## src/rtl/pwm_tri_pkg.sv

```systemverilog
package pwm_tri_pkg;

  // Which turning point opened the current half period
  typedef enum logic {
    HALF_RISE = 1'b0,
    HALF_FALL = 1'b1
  } half_e;

  // Limit a duty code to full scale (2^dw)
  function automatic logic [31:0] clamp_duty(input logic [31:0] d, input int dw);
    logic [31:0] full;
    full = 32'd1 << dw;
    return (d > full) ? full : d;
  endfunction

  // A zero peak would stall the carrier; use one count instead
  function automatic logic [31:0] clamp_peak(input logic [31:0] p);
    return (p == 32'd0) ? 32'd1 : p;
  endfunction

  // Threshold = round(d * p / 2^dw), ties upward
  function automatic logic [31:0] duty_to_thr(input logic [31:0] d, input logic [31:0] p,
                                              input int dw);
    logic [63:0] prod;
    prod = ({32'd0, d} * {32'd0, p}) + (64'd1 << (dw - 1));
    prod = prod >> dw;
    return prod[31:0];
  endfunction

  // Output level for a position inside a half period
  function automatic logic level_pos(input half_e h, input logic [31:0] idx,
                                     input logic [31:0] thr);
    if (h == HALF_FALL) return idx < thr;
    return idx >= thr;
  endfunction

endpackage

```

## src/rtl/pwm_tri_carrier.sv

```systemverilog
module pwm_tri_carrier #(
  parameter int CNT_W    = 12,
  parameter int RST_PEAK = 1000
) (
  input  logic             clk,
  input  logic             rst,
  input  logic [CNT_W-1:0] peak_cfg,
  output logic [CNT_W-1:0] cnt_q,
  output logic [CNT_W-1:0] peak_q,
  output logic             rise_q,
  output logic [CNT_W-1:0] cnt_d,
  output logic [CNT_W-1:0] peak_d,
  output logic             rise_d,
  output logic             ext_d
);
  import pwm_tri_pkg::*;

  localparam logic [CNT_W-1:0] PEAK_RST = CNT_W'(clamp_peak(32'(RST_PEAK)));

  always_comb begin
    peak_d = peak_q;
    rise_d = rise_q;
    if (rise_q) begin
      cnt_d = cnt_q + 1'b1;
      if (cnt_d == peak_q) rise_d = 1'b0;
    end else begin
      cnt_d = cnt_q - 1'b1;
      if (cnt_d == '0) begin
        rise_d = 1'b1;
        peak_d = CNT_W'(clamp_peak(32'(peak_cfg)));
      end
    end
    ext_d = (cnt_d == '0) || (cnt_d == peak_d);
  end

  always_ff @(posedge clk) begin
    if (rst) begin
      cnt_q  <= '0;
      peak_q <= PEAK_RST;
      rise_q <= 1'b1;
    end else begin
      cnt_q  <= cnt_d;
      peak_q <= peak_d;
      rise_q <= rise_d;
    end
  end

endmodule

```

## src/rtl/pwm_tri_duty.sv

```systemverilog
module pwm_tri_duty #(
  parameter int CNT_W    = 12,
  parameter int DUTY_W   = 10,
  parameter int RST_PEAK = 1000
) (
  input  logic             clk,
  input  logic             rst,
  input  logic [DUTY_W:0]  duty_in,
  input  logic             duty_vld,
  input  logic             ext_d,
  input  logic [CNT_W-1:0] peak_d,
  output logic [CNT_W-1:0] thr_new,
  output logic [CNT_W-1:0] thr_q
);
  import pwm_tri_pkg::*;

  localparam logic [DUTY_W:0]  DUTY_HALF = (DUTY_W+1)'(1) << (DUTY_W - 1);
  localparam logic [CNT_W-1:0] THR_RST   =
    CNT_W'(duty_to_thr(32'(DUTY_HALF), clamp_peak(32'(RST_PEAK)), DUTY_W));

  logic [DUTY_W:0] pend_q;
  logic [DUTY_W:0] duty_eff;
  logic [DUTY_W:0] duty_lim;

  always_comb begin
    duty_eff = duty_vld ? duty_in : pend_q;
    duty_lim = (DUTY_W+1)'(clamp_duty(32'(duty_eff), DUTY_W));
    thr_new  = CNT_W'(duty_to_thr(32'(duty_lim), 32'(peak_d), DUTY_W));
  end

  always_ff @(posedge clk) begin
    if (rst) begin
      pend_q <= DUTY_HALF;
      thr_q  <= THR_RST;
    end else begin
      if (duty_vld) pend_q <= duty_in;
      if (ext_d)    thr_q  <= thr_new;
    end
  end

endmodule

```

## src/rtl/pwm_tri_cmp.sv

```systemverilog
module pwm_tri_cmp #(
  parameter int CNT_W = 12
) (
  input  logic             clk,
  input  logic             rst,
  input  logic [CNT_W-1:0] cnt_d,
  input  logic [CNT_W-1:0] peak_d,
  input  logic             rise_d,
  input  logic             ext_d,
  input  logic [CNT_W-1:0] thr_sel,
  output logic             pos_q,
  output logic             first_pos_q
);
  import pwm_tri_pkg::*;

  half_e            half_w;
  logic [CNT_W-1:0] idx_w;
  logic             pos_d;

  always_comb begin
    half_w = rise_d ? HALF_RISE : HALF_FALL;
    idx_w  = rise_d ? cnt_d : (peak_d - cnt_d);
    pos_d  = level_pos(half_w, 32'(idx_w), 32'(thr_sel));
  end

  always_ff @(posedge clk) begin
    if (rst) begin
      pos_q       <= 1'b0;
      first_pos_q <= 1'b0;
    end else begin
      pos_q <= pos_d;
      if (ext_d) first_pos_q <= (cnt_d != '0);
    end
  end

endmodule

```

## src/rtl/pwm_tri_mod.sv

```systemverilog
module pwm_tri_mod #(
  parameter int CNT_W    = 12,
  parameter int DUTY_W   = 10,
  parameter int RST_PEAK = 1000
) (
  input  logic             clk,
  input  logic             rst,
  input  logic [DUTY_W:0]  duty_in,
  input  logic             duty_vld,
  input  logic [CNT_W-1:0] peak_cfg,
  output logic             sw_pos,
  output logic             strobe,
  output logic             carrier_up,
  output logic             s1_pos,
  output logic             s2_pos
);

  logic [CNT_W-1:0] cnt_q, peak_q, cnt_d, peak_d;
  logic             rise_q, rise_d, ext_d;
  logic [CNT_W-1:0] thr_new, thr_q, thr_sel;
  logic             pos_q, first_pos_q;
  logic             at_extremum;

  pwm_tri_carrier #(.CNT_W(CNT_W), .RST_PEAK(RST_PEAK)) u_car (
    .clk(clk), .rst(rst), .peak_cfg(peak_cfg),
    .cnt_q(cnt_q), .peak_q(peak_q), .rise_q(rise_q),
    .cnt_d(cnt_d), .peak_d(peak_d), .rise_d(rise_d), .ext_d(ext_d)
  );

  pwm_tri_duty #(.CNT_W(CNT_W), .DUTY_W(DUTY_W), .RST_PEAK(RST_PEAK)) u_duty (
    .clk(clk), .rst(rst), .duty_in(duty_in), .duty_vld(duty_vld),
    .ext_d(ext_d), .peak_d(peak_d), .thr_new(thr_new), .thr_q(thr_q)
  );

  assign thr_sel = ext_d ? thr_new : thr_q;

  pwm_tri_cmp #(.CNT_W(CNT_W)) u_cmp (
    .clk(clk), .rst(rst), .cnt_d(cnt_d), .peak_d(peak_d), .rise_d(rise_d),
    .ext_d(ext_d), .thr_sel(thr_sel), .pos_q(pos_q), .first_pos_q(first_pos_q)
  );

  assign at_extremum = (cnt_q == '0) || (cnt_q == peak_q);

  assign sw_pos     = pos_q;
  assign strobe     = at_extremum;
  assign carrier_up = rise_q;
  assign s1_pos     = first_pos_q;
  assign s2_pos     = ~first_pos_q;

endmodule

```

## config.mk

```make
export PLATFORM = sky130hd
export DESIGN_NAME = pwm_tri_mod
export DESIGN_NICKNAME = d
export VERILOG_FILES = /design/src/rtl/pwm_tri_pkg.sv /design/src/rtl/pwm_tri_carrier.sv /design/src/rtl/pwm_tri_duty.sv /design/src/rtl/pwm_tri_cmp.sv /design/src/rtl/pwm_tri_mod.sv
export SDC_FILE = /design/constraint.sdc
export NUM_CORES = 1
export LEC_CHECK = 0
export BUFFER_PORTS_ARGS = -buffer_cell sky130_fd_sc_hd__buf_4
export CAP_MARGIN = 0
export CORE_ASPECT_RATIO = 0.7
export CORE_MARGIN = 10
export CORE_UTILIZATION = 60
export CTS_BUF_LIST = sky130_fd_sc_hd__clkbuf_8
export DETAILED_ROUTE_END_ITERATION = 8
export PLACE_DENSITY = 0.85
export SYNTH_ARGS = -nofsm -noshare
export SYNTH_HDL_FRONTEND = slang
export SYNTH_HIERARCHICAL = 1
export SYNTH_SLANG_ARGS = --single-unit
```

## constraint.sdc

```tcl
create_clock -name clk -period 9.05 [get_ports clk]
set_input_delay 2.2625 -clock clk [delete_from_list [all_inputs] [get_ports clk]]
set_output_delay 2.2625 -clock clk [all_outputs]
set_load 0.05 [all_outputs]
```

# == Word-level counts from Yosys, hierarchy flattened ==
# Index checks and enable logic that the tools add are counted.
# totals
output_inout_bits,5
input_bits,26
register_bits,50
# op_classes
n_lt_le_gt_ge,3
eq_ne,3
n_mul,1
muxes,12
n_reduce_logical,7
add_sub_neg,4
bitwise,1
# op_table
cell,count
$mux W12,6
$logic_not A12 Y1,4
$eq A12 B12 Y1,3
$add A22 B10 Y22 const B,1
$mul A11 B12 Y22,1
$mux W11,2
$add A12 B1 Y12 const B,1
$ge A12 B12 Y1,1
$lt A12 B12 Y1,1
$reduce_bool A12 Y1,1
$sub A12 B1 Y12 const B,1
$sub A12 B12 Y12,1
$gt A11 B11 Y1 const B,1
$mux W1,4
$logic_or A1 B1 Y1,2
$not A1 Y1,1

# == Depth between registers and ports, before layout ==
# Gate-level depths: netlist (run 1).
# depth
depth_word,9
ltp_mapped,37

# == By module ==
# The synthesis (run 1) kept the hierarchy.
# by_module_without_submodules
module,instances,seq_area_each_um2,cells_per_inst,area_each_um2
pwm_tri_duty,1,460.4,593,5192.5
pwm_tri_carrier,1,500.5,246,1949.4
pwm_tri_cmp,1,40.0,157,1158.6
pwm_tri_mod,1,0.0,34,305.3

# == Least setup slack after synthesis (run 1) ==
# Ideal clock, no wire load.
# synth_path
kind,in2reg
from,input duty_vld
to,register u_cmp.pos_q
arrival_time_ps,9198
cell_stages,30
setup_slack_ps,-267
setup_ps,119
path_cell_list,buf_2 or4_1 o22ai_1 a21oi_1 nor2_1 buf_2 nand2_1 fa_1 inv_1 fa_1 fa_1 fa_1 inv_1 fa_1 inv_1 ha_1 clkbuf_1 nand4_1 a21oi_1 a211oi_4 a211oi_2 nor4_1 a2111oi_2 mux2_2 inv_1 ha_1 a21oi_1 o21ai_0 or3_1 o221a_1
# synth_via
elab_chain_cells,8
elab_cells_between_ends,9
classes_between,1 x add/sub; 1 x mul; 3 x order compare; 4 x mux
# synth_lines
element,line_no,rtl
from (decl),pwm_tri_mod.sv:9,"input logic duty_vld,"
$mux W11 *,-,
$gt A11 B11 Y1,pwm_tri_pkg.sv:13,return (d > full) ? full : d;
$mux W11 *,pwm_tri_pkg.sv:13,
$mul A11 B12 Y22 *,pwm_tri_pkg.sv:25,"prod = ({32'd0, d} * {32'd0, p}) + (64'd1 << (dw - 1));"
$add A22 B10 Y22 *,pwm_tri_pkg.sv:25,
named net thr_new[11],pwm_tri_mod.sv:20,"logic [CNT_W-1:0] thr_new, thr_q, thr_sel;"
$mux W12 *,-,
named net thr_sel[11],pwm_tri_mod.sv:20,
$lt A12 B12 Y1 or $ge A12 B12 Y1 (tied branches),"pwm_tri_pkg.sv:33, pwm_tri_pkg.sv:34",
$mux W1 *,pwm_tri_pkg.sv:34,return idx >= thr;
to (signal assigned),pwm_tri_cmp.sv:31,pos_q <= pos_d;
to (decl),pwm_tri_cmp.sv:11,"output logic pos_q,"
# Mark *: on every way through the listed nets, which the timed path passes. The rest lies on a longest branch.
# A chain may end at the register's enable or synchronous reset.

# == Worst setup path in the final report (run 1) ==
# layout_path
from,input duty_in[9]
to,register u_cmp.pos_q
# layout_via
elab_chain_cells,8
elab_cells_between_ends,9
classes_between,1 x add/sub; 1 x mul; 3 x order compare; 4 x mux
# layout_lines
element,line_no,rtl
from (decl),pwm_tri_mod.sv:8,"input logic [DUTY_W:0] duty_in,"
$mux W11 *,-,
$gt A11 B11 Y1,pwm_tri_pkg.sv:13,
$mux W11 *,pwm_tri_pkg.sv:13,
$mul A11 B12 Y22 *,pwm_tri_pkg.sv:25,
$add A22 B10 Y22 *,pwm_tri_pkg.sv:25,
named net thr_new[11],pwm_tri_mod.sv:20,
$mux W12 *,-,
named net thr_sel[11],pwm_tri_mod.sv:20,
$lt A12 B12 Y1 or $ge A12 B12 Y1 (tied branches),"pwm_tri_pkg.sv:33, pwm_tri_pkg.sv:34",
$mux W1 *,pwm_tri_pkg.sv:34,
# Marked as above.

==> impl_summary.md, run 1 <==
Timing
The final period utilization is 99.8%. The final max-slew violation count came to 0. Across the routed clock network, the largest skew measured is 0.0198 ns. The final critical-path required period is 9.03 ns. Setup repair after global routing could not meet its margin everywhere. The number of failing hold endpoints at the final stage is 0. The maximum clock rate is 111 MHz.

Setup violations remaining at the end of the flow were counted as 0. The worst pin sits at a relative slew slack of 37.2%. The worst path meets setup with 0.0209 ns of slack. The measured slew at the worst slew-check pin is 0.932 ns.

Synth
A synthesized cell averages 8.36 um^2. Of the synthesized area, sequential elements account for 11.6%. The number of nets in the synthesized netlist is 1,232. For this run, the leading register cell type out of synthesis is dfxtp_1.

In the synthesized netlist the async set-or-reset flop fraction comes to 0%. The synthesized design contains 0 enable-type register cells. The synthesized netlist occupies a cell area of 0.00861 mm^2. The post-synthesis register bit count is 50.

The number of warnings reported in the yosys synthesis log is 6. The number of unique standard cell types used by synthesis is 87. The gate count after technology mapping is 1,030.

Detailed routing
In this run the remaining antenna-violating nets after routing total 0. The total wire length is 23.9 mm. Using the TritonRoute via totals, the vias-per-cell ratio works out to 6.01. The average wire per cell in the routed design is 18.6 um. The routed layout has 7,735 vias. The residual DRC count is 0. The length of the first detailed-routing pass in iterations is 6. The first routing iteration left 735 violations.

Power and ir drop
For this design the static power due to leakage is 4.66 nW. The total power density per cell area is 160 mW/mm^2. IR analysis of the VDD net gives a maximum drop of 0.000189 V.

Clock network
The clock transition time at the flip-flop clock pins of the worst setup and hold paths is 0.10 ns. Clock latency on the worst-skew pair, taken at its later pin, is 0.33 ns. The clock passes through at most 2 buffers. The number of sinks driven by the clock tree is 50.

The maximum level of the CTS H-tree is 2. The TritonCTS clock tree is built. The total clock buffers created by CTS is 5. The library cell used as clock root buffer is clkbuf_8.

Die
31 I/O pins were placed. The chip height is 120 um. The overall die width is 163 um.

The placeable core region is 0.0140 mm^2. For this configuration, the core starts out at a cell density of 61.6%. Row generation in the floorplan step produced 36 rows. The floorplan step defined a die boundary enclosing 0.0196 mm^2.

Worst setup path
The setup check on the worst reg-to-reg path leaves a slack of 0.32 ns. The combined buffer and inverter count along the critical path is 8. The biggest fanout along the worst timing path is 7.

Data arrives at the worst endpoint at 9.24 ns. By startpoint and endpoint, the worst setup path is classified as in2reg. STA puts the critical path data required time at 9.27 ns.

The startpoint type of the worst setup path is an input port. STA classifies the critical path endpoint as a register. The slowest stage of the critical path belongs to the cell or4b_4. Counting stages on the worst path, the most repeated cell is fa_1. On the critical path the largest part of the delay comes from adder cells.

For this run, the slowest stage of the critical path takes 0.54 ns.

Final layout
Of the cells placed in the final design, the portion with a size suffix greater than 1 is 18.6%. From synthesis to final layout, the design area changed by 14.2%. The multi-input combinational cells in the finished layout cover a total of 0.00703 mm^2. Summing all non-filler instances in the final layout gives an area of 0.00983 mm^2. For this run, the post-layout net count is 1,299. The sequential cell area is 0.00100 mm^2. The number of antenna repair diodes is 0. The number of fill cells in the layout is 1,033.

Placed design
Port buffering added 30 buffers. The post-placement setup slack is -0.325 ns. Routability-driven placement finished with a final weighted congestion of 0.992.

After legalization and detailed placement, the total HPWL measured 18.2 mm. The placed cell area is 0.00943 mm^2.

Global routing
The number of global-route vias before repair is 7,519. The wire length of the first global-routing pass is 38.0 mm. The aggregate global routing overflow is 0. Global routing used 23.5% of the available tracks across all layers. The initial antenna violation count is 0. The maximum number of pins on one net before global-route repair is 51.

Outcome
The flow ran to the end, and the final reports show no timing, DRC or antenna violations.

Hold path
The path category of the worst min-delay check is reg2reg.

Flow run
The tool flagged a number of max-cap violations equal to 0.
## sequential cells by signal (all words and copies together), names as in the netlist
signal / count
u_duty/pend_q: 11
u_duty/thr_q: 12
u_cmp/pos_q: 1
u_car/cnt_q: 12
u_car/rise_q: 1
u_car/peak_q: 12
u_cmp/first_pos_q: 1
## tightest hold or removal path, delay by kind of cell, from the launching register on
kind | cells | cell delay [ns]
AND/OR/NAND/NOR | 1 | 0.08
AO/OA/AOI/OAI | 1 | 0.05
flip-flops | 1 | 0.32
## kinds of logic after synthesis
family                   after synthesis  share of synthesized area (%)
AO/OA/AOI/OAI                        130                           11.4
flip-flops                            50                           11.6
XOR/XNOR                              69                           7.18
multiplexers                          43                           5.39
buffers and inverters                211                           9.83
adder cells (fa/ha/maj)              176                           33.4
AND/OR/NAND/NOR                      351                           21.2
## timing repair
action	CTS	global route
cloned	0	1
setup endpoints to repair	1	1
hold buffers	0	0
buffers inserted	0	7
resized for setup	1	42
pin swaps	0	26
## cell usage after synthesis, types with 10 or more instances
master	count	area share, %
a21oi_1	29	1.7
buf_2	16	0.93
nor3_1	15	0.87
fa_1	89	21
xor2_1	19	1.9
clkbuf_1	26	1.1
o21ai_0	17	0.99
nand2_1	107	4.7
mux2i_1	22	2.6
xnor2_1	49	5.0
ha_1	87	13
dfxtp_1	50	12
nor2b_1	10	0.73
inv_1	161	7.0
nor4_1	21	1.5
and2_1	69	5.0
nand4_1	14	1.0
nor2_1	52	2.3
mux2_2	19	2.5
## power breakdown
part	internal (W)	total [W]	switching (W)
Clock	0.0000912	0.000180	0.0000888
Combinational	0.000524	0.00114	0.000619
Sequential	0.000237	0.000247	0.00000984
## through the flow
stage / cells / hold slack [ns] / utilization [%] / total power, W / setup TNS, ns
after global routing: 1288 / 0.536 / 70.4 / 0.00170 / -0.226
after detailed placement: 1272 / 0.486 / 67.5 / 0.00130 / -0.325
after floorplan: 1030 / 0.455 / - / 0.000979 / 0
after CTS: 1280 / 0.507 / 68.4 / 0.00150 / 0
final: 1288 / 0.496 / 70.4 / 0.00157 / 0
after global placement: 1272 / 0.469 / 67.5 / 0.00126 / -0.157
## layout make-up
type                       count  share of cell area (%)
multi-input combinational    770                    71.5
sequential                    50                    10.2
timing repair buffer         108                    8.44
inverter                     162                    6.19
tap                          190                    2.42
clock buffer                   6                   0.840
clock inverter                 2                   0.395
## routing by layer
layer / part of all wire [%] / global-route usage, % / up-vias
met5: 0 / 0 / -
met1: 43 / 33.4 / 3730
met4: 1.7 / 5.90 / 0
li1: - / - / 3524
met2: 43 / 34.5 / 445
met3: 12 / 6.37 / 36
## final timing paths
check | start | cells after the start | endpoint
min | u_duty/thr_q[9]$_SDFFE_PP0P_ | 2 | u_duty/thr_q[9]$_SDFFE_PP0P_
max reg2reg | u_car/cnt_q[0]$_SDFF_PP0_ | 33 | u_cmp/pos_q$_SDFF_PP0_
min reg2reg | u_duty/thr_q[9]$_SDFFE_PP0P_ | 2 | u_duty/thr_q[9]$_SDFFE_PP0P_
max | duty_in[9] | 31 | u_cmp/pos_q$_SDFF_PP0_
## layout by cell type, fill, tap and decap left out, types with 4 or more instances in the layout
| cell type | synthesis | final |
|---|---|---|
| inv_1 | 161 | 157 |
| nand2_1 | 107 | 104 |
| buf_4 | 0 | 103 |
| fa_1 | 89 | 82 |
| ha_1 | 87 | 80 |
| and2_1 | 69 | 68 |
| dfxtp_1 | 50 | 50 |
| xnor2_1 | 49 | 49 |
| nor2_1 | 52 | 45 |
| a21oi_1 | 29 | 26 |
| nor4_1 | 21 | 21 |
| mux2i_1 | 22 | 21 |
| xor2_1 | 19 | 19 |
| mux2_2 | 19 | 18 |
| o21ai_0 | 17 | 15 |
| nor3_1 | 15 | 15 |
| nand4_1 | 14 | 14 |
| nor2b_1 | 10 | 10 |
| a21o_1 | 9 | 9 |
| or2_2 | 9 | 9 |
| nand3_1 | 9 | 8 |
| or3_1 | 8 | 8 |
| o21ai_1 | 6 | 8 |
| ha_4 | 0 | 7 |
| fa_2 | 0 | 7 |
| clkbuf_8 | 0 | 6 |
| and3_1 | 6 | 6 |
| o31ai_1 | 6 | 5 |
| nand2b_1 | 5 | 5 |
| o21bai_1 | 5 | 5 |
| a31oi_1 | 5 | 5 |
| and4_1 | 5 | 5 |
| a211o_1 | 5 | 5 |
| nor2_2 | 0 | 5 |
| buf_6 | 3 | 5 |
| a21oi_2 | 1 | 4 |
| or4_1 | 5 | 4 |
| a311oi_1 | 4 | 4 |
| inv_2 | 0 | 4 |
No activity file was read; power rests on OpenSTA's default activity.
==> run 2: changes to the inputs <==
--- a/config.mk
+++ b/config.mk
@@ -9,10 +9,10 @@
 export CAP_MARGIN = 0
 export CORE_ASPECT_RATIO = 0.7
 export CORE_MARGIN = 10
-export CORE_UTILIZATION = 60
+export CORE_UTILIZATION = 30
 export CTS_BUF_LIST = sky130_fd_sc_hd__clkbuf_8
 export DETAILED_ROUTE_END_ITERATION = 8
-export PLACE_DENSITY = 0.85
+export PLACE_DENSITY = 0.49
 export SYNTH_ARGS = -nofsm -noshare
 export SYNTH_HDL_FRONTEND = slang
 export SYNTH_HIERARCHICAL = 1
==> constraint.sdc (replaced) <==
create_clock -name clk -period 9.3 [get_ports clk]
set_input_delay 2.325 -clock clk [delete_from_list [all_inputs] [get_ports clk]]
set_output_delay 2.325 -clock clk [all_outputs]
set_load 0.05 [all_outputs]
==> run 2 against run 1 <==
Critical path type unchanged. Core utilization is 34 points lower. Setup slack better by 0.27 ns. Combinational power fell by 4%. Register-to-register slack improved by 0.14 ns. Via count down 6.3%. Clock power decreased by 22%. Critical path depth rose by 1.
==> impl_summary.md, run 2 (synthesis gave the netlist of run 1 again) <==
Worst setup path
The endpoint arrival time on the critical path is 9.24 ns. The cell class contributing the biggest share of worst-path delay is adder cells. The combined buffer and inverter count along the critical path is 10.

The biggest fanout along the worst timing path is 8. The slowest stage of the critical path is the or4b_4 cell. The startpoint type of the worst setup path is an input port. In this design, the stage delay of the slowest critical-path cell is 0.54 ns.

STA classifies the critical path endpoint as a register. Data on the critical path is required at its endpoint by 9.53 ns. The critical path class is in2reg.

Detailed routing
The length of the first detailed-routing pass in iterations is 5. Across all layers, the routed design uses 7,248 vias. The sum of met3 wire segment lengths after detailed routing is 1.10 mm. Dividing the detail-routed via count by the number of cells gives 4.91. The uppermost layer routed is met4. The average wire per cell in the routed design is 16.7 um. For this run, design rule violations remaining after detail routing come to 0. The detailed router finished its first iteration with 525 violations. The routed length on met2 is 10.0 mm.

After detailed routing, the wire length on met1 is 13.3 mm. The count of nets left with antenna violations after detail routing is 0. The total wire length is 24.6 mm.

Global routing
The aggregate global routing overflow is 0. The wire length of the first global-routing pass is 40.5 mm. The number of global-route vias before repair came to 7,398. The maximum number of pins on one net before global-route repair is 51. In the global route stage, overall resource usage came out at 13.7%. The initial antenna violation count came to 0.

Clock network
The TritonCTS clock tree is built. The clock transition time at the flip-flop clock pins of the worst setup and hold paths is 0.09 ns. For this design, the CTS-stage hold fixing added 0 buffers. For the worst-skew pair, the clock arrives at the later sink with an insertion delay of 0.34 ns.

The H-tree was split into 2 levels. The library cell used as clock root buffer is clkbuf_8. In this run, CTS created clock tree buffers numbering 5.

For this design, the sink count on the clock tree is 50. The clock passes through at most 2 buffers.

Die
From left edge to right edge, the die measures 222 um. The effective utilization at floorplan is 30.7%. The floorplan row count is 51. The chip height is 162 um. The full die area is 0.0360 mm^2. During I/O placement, the number of pins put on the boundary was 31.

The placeable core region is 0.0280 mm^2.

Timing
The final max-slew violation count is 0. Measured against its own limit, the worst slew margin works out to 35.2%. For the final database, setup skew stands at 0.0170 ns. Dividing the final minimum period by the clock period gives 96.8%.

At the pin with the least slew margin, the transition time is 0.965 ns. The number of failing hold endpoints at the final stage is 0. The final setup violation count is 0. The final sum of negative setup slack is 0 ns. The maximum clock rate is 111 MHz. The final critical-path required period is 9.01 ns.

Placed design
At the end of routability-driven placement, the weighted congestion stood at 0.887. The quantity of I/O buffers inserted on ports is 30. Once detailed placement completed, the half-perimeter wirelength came to 19.4 mm.

Power and ir drop
The worst-case vdd ir drop is 0.000119 V. The switching power share of the total is 45.8%. Power spread over the standard cell area amounts to 146 mW/mm^2. The internal power of the cells totals 0.000800 W. The relative contribution of the clock network to total power is 9.5%. The leakage power is 4.68 nW. The total design power is 0.00147 W. Of the total power, registers draw 16.2%. The combinational group share of total power is 74.3%.

The switching power of the nets is 0.000675 W.

Final layout
The largest registers in the layout are u_car/cnt_q (12), u_car/peak_q (12), u_duty/thr_q (12). Across the whole layout, storage elements account for 0.00100 mm^2. Of the cells placed in the final design, the portion with a size suffix greater than 1 is 18.3%. The repair_antennas step left the layout with diodes totalling 0. At the end of the flow, the number of nets in the layout was 1,307. The total area of multi-input combinational cells is 0.00701 mm^2. In the layout the commonest cells are inv_1, buf_4, nand2_1. The most frequent standard cell in the layout excluding fill and tap cells is inv_1. From synthesis to final layout, the design area changed by 17.1%. The number of fill cells in the layout is 2,926.

Hold path
The path category of the worst min-delay check is reg2reg.

Flow run
Across the run, the number of max-cap violations was 0.

Outcome
The flow ran to the end, and the final reports show no timing, DRC or antenna violations.
run 2: path summary, 6_finish.rpt:
path	from	endpoint	slack (ns)	cells after the start
min reg2reg	u_duty/thr_q[9]$_SDFFE_PP0P_	u_duty/thr_q[9]$_SDFFE_PP0P_	0.49	2
max	duty_in[9]	u_cmp/pos_q$_SDFF_PP0_	0.29	32
min	u_duty/thr_q[9]$_SDFFE_PP0P_	u_duty/thr_q[9]$_SDFFE_PP0P_	0.49	2
max reg2reg	u_car/cnt_q[0]$_SDFF_PP0_	u_cmp/pos_q$_SDFF_PP0_	0.46	32
run 2: cell type report:
cell class                 count  share of cell area (%)
multi-input combinational    769                    69.6
sequential                    50                    9.93
timing repair buffer         117                    9.02
inverter                     162                    6.03
tap                          371                    4.61
clock buffer                   5                   0.683
clock inverter                 2                   0.149
run 2: routing by layer:
metal	GRT usage, %	vias to the layer above
met5	0	-
li1	-	3554
met2	20.3	146
met4	2.11	0
met1	21.0	3539
met3	1.69	9
run 2: worst min-delay path, cell delays in order (launching register included):
cell,delay (ns)
dfxtp_1,0.32
nor2_1,0.08
a311oi_1,0.05
run 2: stage by stage:
| stage | cells | utilization (%) | hold WS (ns) | area (um^2) | setup slack, ns |
|---|---|---|---|---|---|
| floorplan | 1030 | - | 0.451 | 8610 | 0.0243 |
| global placement | 1455 | 34.4 | 0.471 | 9630 | -0.132 |
| detailed placement | 1455 | 34.4 | 0.483 | 9630 | -0.243 |
| CTS | 1462 | 34.7 | 0.495 | 9720 | 0.124 |
| global route | 1476 | 36.0 | 0.517 | 10100 | -0.0118 |
| finish | 1476 | 36.0 | 0.487 | 10100 | 0.295 |
run 2: repair_timing:
item                       in CTS  in global routing
setup buffers                   0                 13
resized for setup               0                 45
setup endpoints to repair       0                  1
run 2: power groups by stage:
stage                     logic, W  registers [W]  clock network [W]
after floorplan           0.000675       0.000245                  0
after global placement     0.00100       0.000244                  0
after detailed placement  0.000997       0.000244                  0
after CTS                  0.00101       0.000239           0.000147
after global routing       0.00124       0.000242           0.000154
final                      0.00110       0.000239           0.000140
